### src/rtl/hyp_trap_pkg.sv
package hyp_trap_pkg;
  localparam int REG_W  = 32;
  localparam int B_ACR  = 31;
  localparam int B_SIMD = 15;
  localparam int B_CP11 = 11;
  localparam int B_CP10 = 10;
  localparam int LVL_W  = 2;
  localparam int FEAT_W = 2;
  localparam int CLS_W  = 3;
  localparam int NFEAT  = 1 << FEAT_W;

  localparam logic [REG_W-1:0] RES1_MASK = 32'h0000_33FF;
  localparam logic [REG_W-1:0] WR_MASK =
    (REG_W'(1) << B_ACR) | (REG_W'(1) << B_SIMD) |
    (REG_W'(1) << B_CP11) | (REG_W'(1) << B_CP10);

  localparam logic [CLS_W-1:0] CLS_ALLOW = 3'b001;
  localparam logic [CLS_W-1:0] CLS_TRAP  = 3'b010;
  localparam logic [CLS_W-1:0] CLS_UNDEF = 3'b100;

  typedef enum logic [FEAT_W-1:0] {
    FEAT_CP10 = 2'd0,
    FEAT_CP11 = 2'd1,
    FEAT_SIMD = 2'd2,
    FEAT_ACR  = 2'd3
  } feat_e;

  typedef enum logic [LVL_W-1:0] {
    LVL_USER = 2'd0,
    LVL_KERN = 2'd1,
    LVL_HYP  = 2'd2,
    LVL_TOP  = 2'd3
  } lvl_e;

  typedef struct packed {
    logic acr;
    logic simd;
    logic cp11;
    logic cp10;
  } ctl_t;

  // Pull the writable bits out of a bus word.
  function automatic ctl_t ctl_from_word(logic [REG_W-1:0] w);
    ctl_t c;
    c.acr  = w[B_ACR];
    c.simd = w[B_SIMD];
    c.cp11 = w[B_CP11];
    c.cp10 = w[B_CP10];
    return c;
  endfunction

  // Secure-side disables force the matching trap bits high.
  function automatic ctl_t merge_dis(ctl_t raw, logic ds, logic d10, logic d11);
    ctl_t c;
    c.acr  = raw.acr;
    c.simd = raw.simd | ds;
    c.cp10 = raw.cp10 | d10;
    c.cp11 = raw.cp11 | d11;
    return c;
  endfunction

  // Architectural read view: fixed ones plus the effective control bits.
  function automatic logic [REG_W-1:0] word_view(ctl_t c);
    logic [REG_W-1:0] w;
    w = RES1_MASK;
    w[B_ACR]  = c.acr;
    w[B_SIMD] = c.simd;
    w[B_CP11] = c.cp11;
    w[B_CP10] = c.cp10;
    return w;
  endfunction

  // Which requester may reach the register.
  function automatic logic lvl_grant(lvl_e l, logic ns);
    return (l == LVL_HYP) || ((l == LVL_TOP) && ns);
  endfunction

  // Effective trap flag per feature, SIMD also caught by the coprocessor pair.
  function automatic logic feat_trap(feat_e f, ctl_t e);
    logic t;
    case (f)
      FEAT_CP10: t = e.cp10;
      FEAT_CP11: t = e.cp11;
      FEAT_SIMD: t = e.simd | (e.cp10 & e.cp11);
      default:   t = e.acr;
    endcase
    return t;
  endfunction
endpackage

### src/rtl/hyp_trap_decode.sv
module hyp_trap_decode
  import hyp_trap_pkg::*;
#(
  parameter int          CP_W   = 4,
  parameter int          OP1_W  = 3,
  parameter int          CR_W   = 4,
  parameter int          OP2_W  = 3,
  parameter logic [3:0]  SEL_CP   = 4'd15,
  parameter logic [2:0]  SEL_OPC1 = 3'd4,
  parameter logic [3:0]  SEL_CRN  = 4'd1,
  parameter logic [3:0]  SEL_CRM  = 4'd1,
  parameter logic [2:0]  SEL_OPC2 = 3'd2
) (
  input  logic             req,
  input  logic             wr,
  input  logic [CP_W-1:0]  cp,
  input  logic [OP1_W-1:0] opc1,
  input  logic [CR_W-1:0]  crn,
  input  logic [CR_W-1:0]  crm,
  input  logic [OP2_W-1:0] opc2,
  input  logic [LVL_W-1:0] el,
  input  logic             ns,
  output logic             hit,
  output logic             granted,
  output logic             wr_fire,
  output logic             acc_undef
);
  logic enc_match;
  logic lvl_ok;

  assign enc_match = (cp == CP_W'(SEL_CP)) && (opc1 == OP1_W'(SEL_OPC1)) &&
                     (crn == CR_W'(SEL_CRN)) && (crm == CR_W'(SEL_CRM)) &&
                     (opc2 == OP2_W'(SEL_OPC2));
  assign lvl_ok    = lvl_grant(lvl_e'(el), ns);

  assign hit       = req && enc_match;
  assign granted   = hit && lvl_ok;
  assign acc_undef = hit && !lvl_ok;
  assign wr_fire   = granted && wr;
endmodule

### src/rtl/hyp_trap_store.sv
module hyp_trap_store
  import hyp_trap_pkg::*;
(
  input  logic clk,
  input  logic rst_n,
  input  logic wr_fire,
  input  ctl_t wr_ctl,
  output ctl_t raw
);
  always_ff @(posedge clk or negedge rst_n) begin
    if (!rst_n) begin
      raw <= '0;
    end else if (wr_fire) begin
      raw <= wr_ctl;
    end
  end
endmodule

### src/rtl/hyp_trap_classify.sv
module hyp_trap_classify
  import hyp_trap_pkg::*;
(
  input  logic              fq_valid,
  input  logic [FEAT_W-1:0] fq_feat,
  input  logic [LVL_W-1:0]  fq_el,
  input  logic              fq_ns,
  input  logic              fq_ok,
  input  ctl_t              eff,
  output logic [NFEAT-1:0]  trap_vec,
  output logic              qualify,
  output logic [CLS_W-1:0]  cls
);
  lvl_e lvl;
  logic sel_trap;
  logic is_lower;

  assign lvl      = lvl_e'(fq_el);
  assign qualify  = fq_valid && fq_ok && fq_ns;
  assign is_lower = (lvl == LVL_USER) || (lvl == LVL_KERN);

  for (genvar f = 0; f < NFEAT; f++) begin : g_feat
    assign trap_vec[f] = feat_trap(feat_e'(f), eff);
  end

  assign sel_trap = trap_vec[fq_feat];

  always_comb begin
    cls = CLS_ALLOW;
    if (qualify && sel_trap) begin
      if (feat_e'(fq_feat) == FEAT_ACR) begin
        if (lvl == LVL_KERN) cls = CLS_TRAP;
      end else if (is_lower) begin
        cls = CLS_TRAP;
      end else if (lvl == LVL_HYP) begin
        cls = CLS_UNDEF;
      end
    end
  end
endmodule

### src/rtl/hyp_trap_ctl.sv
module hyp_trap_ctl
  import hyp_trap_pkg::*;
(
  input  logic              clk,
  input  logic              rst_n,
  input  logic              sr_req,
  input  logic              sr_wr,
  input  logic [3:0]        sr_cp,
  input  logic [2:0]        sr_opc1,
  input  logic [3:0]        sr_crn,
  input  logic [3:0]        sr_crm,
  input  logic [2:0]        sr_opc2,
  input  logic [1:0]        sr_el,
  input  logic              sr_ns,
  input  logic [31:0]       sr_wdata,
  output logic [31:0]       sr_rdata,
  output logic              sr_undef,
  output logic              sr_hit,
  input  logic              sec_simd_dis,
  input  logic              sec_cp10_dis,
  input  logic              sec_cp11_dis,
  input  logic              fq_valid,
  input  logic [1:0]        fq_feat,
  input  logic [1:0]        fq_el,
  input  logic              fq_ns,
  input  logic              fq_ok,
  output logic [2:0]        fq_cls
);
  logic             granted;
  logic             wr_fire;
  ctl_t             wr_ctl;
  ctl_t             raw;
  ctl_t             eff;
  logic [NFEAT-1:0] trap_vec;
  logic             qualify;
  logic             unused_wbits;

  hyp_trap_decode u_dec (
    .req       (sr_req),
    .wr        (sr_wr),
    .cp        (sr_cp),
    .opc1      (sr_opc1),
    .crn       (sr_crn),
    .crm       (sr_crm),
    .opc2      (sr_opc2),
    .el        (sr_el),
    .ns        (sr_ns),
    .hit       (sr_hit),
    .granted   (granted),
    .wr_fire   (wr_fire),
    .acc_undef (sr_undef)
  );

  assign wr_ctl       = ctl_from_word(sr_wdata);
  assign unused_wbits = ^(sr_wdata & ~WR_MASK);

  hyp_trap_store u_store (
    .clk     (clk),
    .rst_n   (rst_n),
    .wr_fire (wr_fire),
    .wr_ctl  (wr_ctl),
    .raw     (raw)
  );

  assign eff      = merge_dis(raw, sec_simd_dis, sec_cp10_dis, sec_cp11_dis);
  assign sr_rdata = granted ? word_view(eff) : '0;

  hyp_trap_classify u_cls (
    .fq_valid (fq_valid),
    .fq_feat  (fq_feat),
    .fq_el    (fq_el),
    .fq_ns    (fq_ns),
    .fq_ok    (fq_ok),
    .eff      (eff),
    .trap_vec (trap_vec),
    .qualify  (qualify),
    .cls      (fq_cls)
  );
endmodule

### config.mk
export PLATFORM = sky130hd
export DESIGN_NAME = hyp_trap_ctl
export DESIGN_NICKNAME = d
export VERILOG_FILES = /design/src/rtl/hyp_trap_pkg.sv /design/src/rtl/hyp_trap_decode.sv /design/src/rtl/hyp_trap_store.sv /design/src/rtl/hyp_trap_classify.sv /design/src/rtl/hyp_trap_ctl.sv
export SDC_FILE = /design/constraint.sdc
export NUM_CORES = 1
export LEC_CHECK = 0
export BUFFER_PORTS_ARGS = -buffer_cell sky130_fd_sc_hd__buf_2
export CORE_MARGIN = 3
export CORE_UTILIZATION = 30
export CTS_BUF_LIST = sky130_fd_sc_hd__clkbuf_4
export CTS_CLUSTER_SIZE = 10
export DETAILED_ROUTE_END_ITERATION = 8
export GPL_TIMING_DRIVEN = 0
export PLACE_DENSITY = 0.88
export SYNTH_ARGS = -nofsm -noshare
export SYNTH_HDL_FRONTEND = slang
export SYNTH_SLANG_ARGS = --single-unit
### constraint.sdc
create_clock -name clk -period 4.31 [get_ports clk]
set_input_delay 0.2155 -clock clk [delete_from_list [all_inputs] [get_ports clk]]
set_output_delay 0.2155 -clock clk [all_outputs]
set_load 0.02 [all_outputs]
==> results.sh <==
export IMPL_hold_depth=2
export IMPL_layout_min_cycle_time_ns=2.20
export IMPL_vias=717
export IMPL_startpoint_type="input pin"
export IMPL_crit_fanout=12
export IMPL_finish_utilization_pct=56.3
export IMPL_yosysUniqueCellTypes=22
export IMPL_via_per_inst=4.10
export IMPL_reg_largest_list="u_store.raw: 4 flops"
export IMPL_total_power_mw=0.136
export IMPL_critPathArrivalTime_ns=1.98
export IMPL_clk_latency_ns=0.23
export IMPL_htreeDepth=1
export IMPL_reg2reg_slack_ns=3.54
export IMPL_cp_end_kind="output port"
export IMPL_clockBufferDepth=2
export IMPL_r2r_cells=1
export IMPL_outcome="finished, final reports clean"
export IMPL_largest_reg_flops=4
export IMPL_finalInstanceArea_mm2=0.00101
export IMPL_die_w_um=50.7
export IMPL_dp_slack_ns=2.07
export IMPL_layout_setup_ws_ns=2.11
export IMPL_cp_required_ns=4.09
export IMPL_area_growth_pct=69.3
export IMPL_syn_avg_cell_area_um2=8.32
export IMPL_grt_first_pass_wirelength_mm=2.68
export IMPL_p_leak_nw=0.677
export IMPL_cpMostUsedCell="buf_2"
export IMPL_maxCapViolCount=0
export IMPL_synth_fa_ha_area_share_pct=0
export IMPL_max_vdd_ir_drop_v=0.0000983
export IMPL_totalWireLength_mm=1.62
export IMPL_crit_chain="buf_2 > or4b_4 > nor3_4 > nand3_1 > inv_1 > buf_4 > buf_2"
export IMPL_holdBufCountCts=1
export IMPL_gp_congestion=0.635
export IMPL_nets=219
export IMPL_synth_mux_area_fraction_pct=10.0
export IMPL_core_area_mm2=0.00180
export IMPL_worst_path_max_delay_cell="or4b_4"
export IMPL_rsz0062_at_grt="no"
export IMPL_track_usage_pct=13.8
export IMPL_tns_ns=0
export IMPL_portBuffers=59
export IMPL_synth_xor_area_share_pct=0
export IMPL_synth_top_family_by_area="buffers and inverters"
export IMPL_cts_buffers=3
export IMPL_clock_sinks=4
export IMPL_yosys_register_bits=4
export IMPL_start_util_pct=33.3
export IMPL_pwr_density_cell_mw_per_mm2=134
export IMPL_hold_viol_final=0
export IMPL_fmaxAchievable_mhz=455
export IMPL_ios=104
export IMPL_grt_max_degree=13
export IMPL_crit_type="input pin to output port"
export IMPL_max_flop_register="u_store.raw"
export IMPL_drive_gt1_share_pct=66.0
export IMPL_yosys_area_share_simple_pct=28.4
export IMPL_synthCells=72
export IMPL_yosys_warnings=0
export IMPL_critPathMaxStageDelay_ns=0.54
export IMPL_min_path_type="input pin to flip-flop"
export IMPL_ctsResizeCount=0
export IMPL_finalCritPeriodShare_pct=51.0
export IMPL_maxSlewViolCount=0
export IMPL_dieArea_mm2=0.00257
export IMPL_synthesis_area_um2=599
export IMPL_clkTransAtPathRegs_ns=0.04
export IMPL_post_cts_buffers=0
export IMPL_setup_viol=0
export IMPL_synth_compound_area_share_pct=6.68
export IMPL_cts_tree="built"
export IMPL_clock_root_buffer="clkbuf_4"
export IMPL_core_rowCount=15
export IMPL_dp_hpwl_mm=1.53
export IMPL_diodes=0
export IMPL_wl_per_cell_um=9.23
export IMPL_drc=0
export IMPL_grt_ovfl_total=0
export IMPL_dr_pass1_iters=3
export IMPL_die_y_um=50.7
export IMPL_post_dp_cell_area_um2=982
export IMPL_initialDrtViolationCount=5
export IMPL_finClkSkew_ns=0
export IMPL_first_global_vias=690
export IMPL_grt_antenna_before_repair=0
export IMPL_ys_seq_area_share_pct=16.7
export IMPL_ant_nets=0
area by class of cell:
type	count	area (um^2)
fillers	169	787
multi-input cells	51	330
repair buffers	60	305
plain buffers	28	210
flip-flops and latches	4	100
well taps	25	31.3
clock buffers	3	22.5
inverters	4	15.0
cells in the final DEF, fill, tap and decap left out:
cell type	instances
buf_2	59
buf_4	28
conb_1	16
nor2_1	9
inv_1	4
mux2_4	4
dfrtp_1	4
nand2_1	3
a21oi_1	3
clkbuf_4	3
nand4b_1	2
nor3_1	2
nor3_2	1
or4b_4	1
or4_4	1
nor3_4	1
a21boi_1	1
nand3_1	1
or3_1	1
and3_1	1
o221ai_1	1
a211o_1	1
nand3b_1	1
nand4_4	1
dlygate4sd3_1	1
per-stage QoR:
step,std cells,hold slack (ns)
2_1_floorplan,87,-0.0801
3_3_place_gp,171,0.0184
3_5_place_dp,171,0.0226
4_1_cts,175,0.208
5_1_grt,175,0.209
6_report,175,0.214
logic make-up (layout without fill, tap and decap cells):
family                 Yosys count  count (layout)
muxes                            4               4
AOI/OAI and AO/OA                6               6
and+or+nand+nor                 25              25
other                            1              16
buffers and inverters           32              95
DFF                              4               4
worst max-delay path: cells and delay by family:
family        cells  cell delay [ns]
buf+inv           4             0.71
simple gates      3             1.04
worst paths after layout:
check / startpoint / endpoint
max: sr_opc2[0] / sr_rdata[2]
min: sr_wdata[31] / u_store.raw[3]
max reg2reg: u_store.raw[3] / u_store.raw[3]
min reg2reg: u_store.raw[1] / u_store.raw[1]
max in group asynchronous: rst_n / u_store.raw[1]
min in group asynchronous: rst_n / u_store.raw[3]
cells in the mapped netlist (all sizes together):
master | number | area share [%]
a211o | 1 | 1.5
a21boi | 1 | 1.3
a21oi | 3 | 2.5
and3 | 1 | 1.0
buf | 28 | 35
conb | 1 | 0.63
dfrtp | 4 | 17
inv | 4 | 2.5
mux2 | 4 | 10
nand2 | 3 | 1.9
nand3 | 1 | 0.83
nand3b | 1 | 1.3
nand4 | 1 | 3.5
nand4b | 2 | 2.9
nor2 | 9 | 5.6
nor3 | 4 | 6.1
o221ai | 1 | 1.5
or3 | 1 | 1.0
or4 | 1 | 1.9
or4b | 1 | 2.3
per-layer routing:
| metal | up-vias | global-route usage [%] | part of all wire [%] |
|---|---|---|---|
| met5 | - | 0 | 0 |
| met4 | 0 | 6.73 | 1.2 |
| met3 | 2 | 4.15 | 14 |
| met2 | 53 | 28.0 | 52 |
| met1 | 303 | 11.8 | 33 |
| li1 | 359 | - | - |
where the power goes:
part           switching (mW)  leakage (nW)  internal [mW]
registers         0.000000622        0.0559         0.0378
clock network          0.0144        0.0138         0.0311
logic                  0.0263         0.608         0.0268
total                  0.0408         0.677         0.0957
No activity file was read; power rests on OpenSTA's default activity.
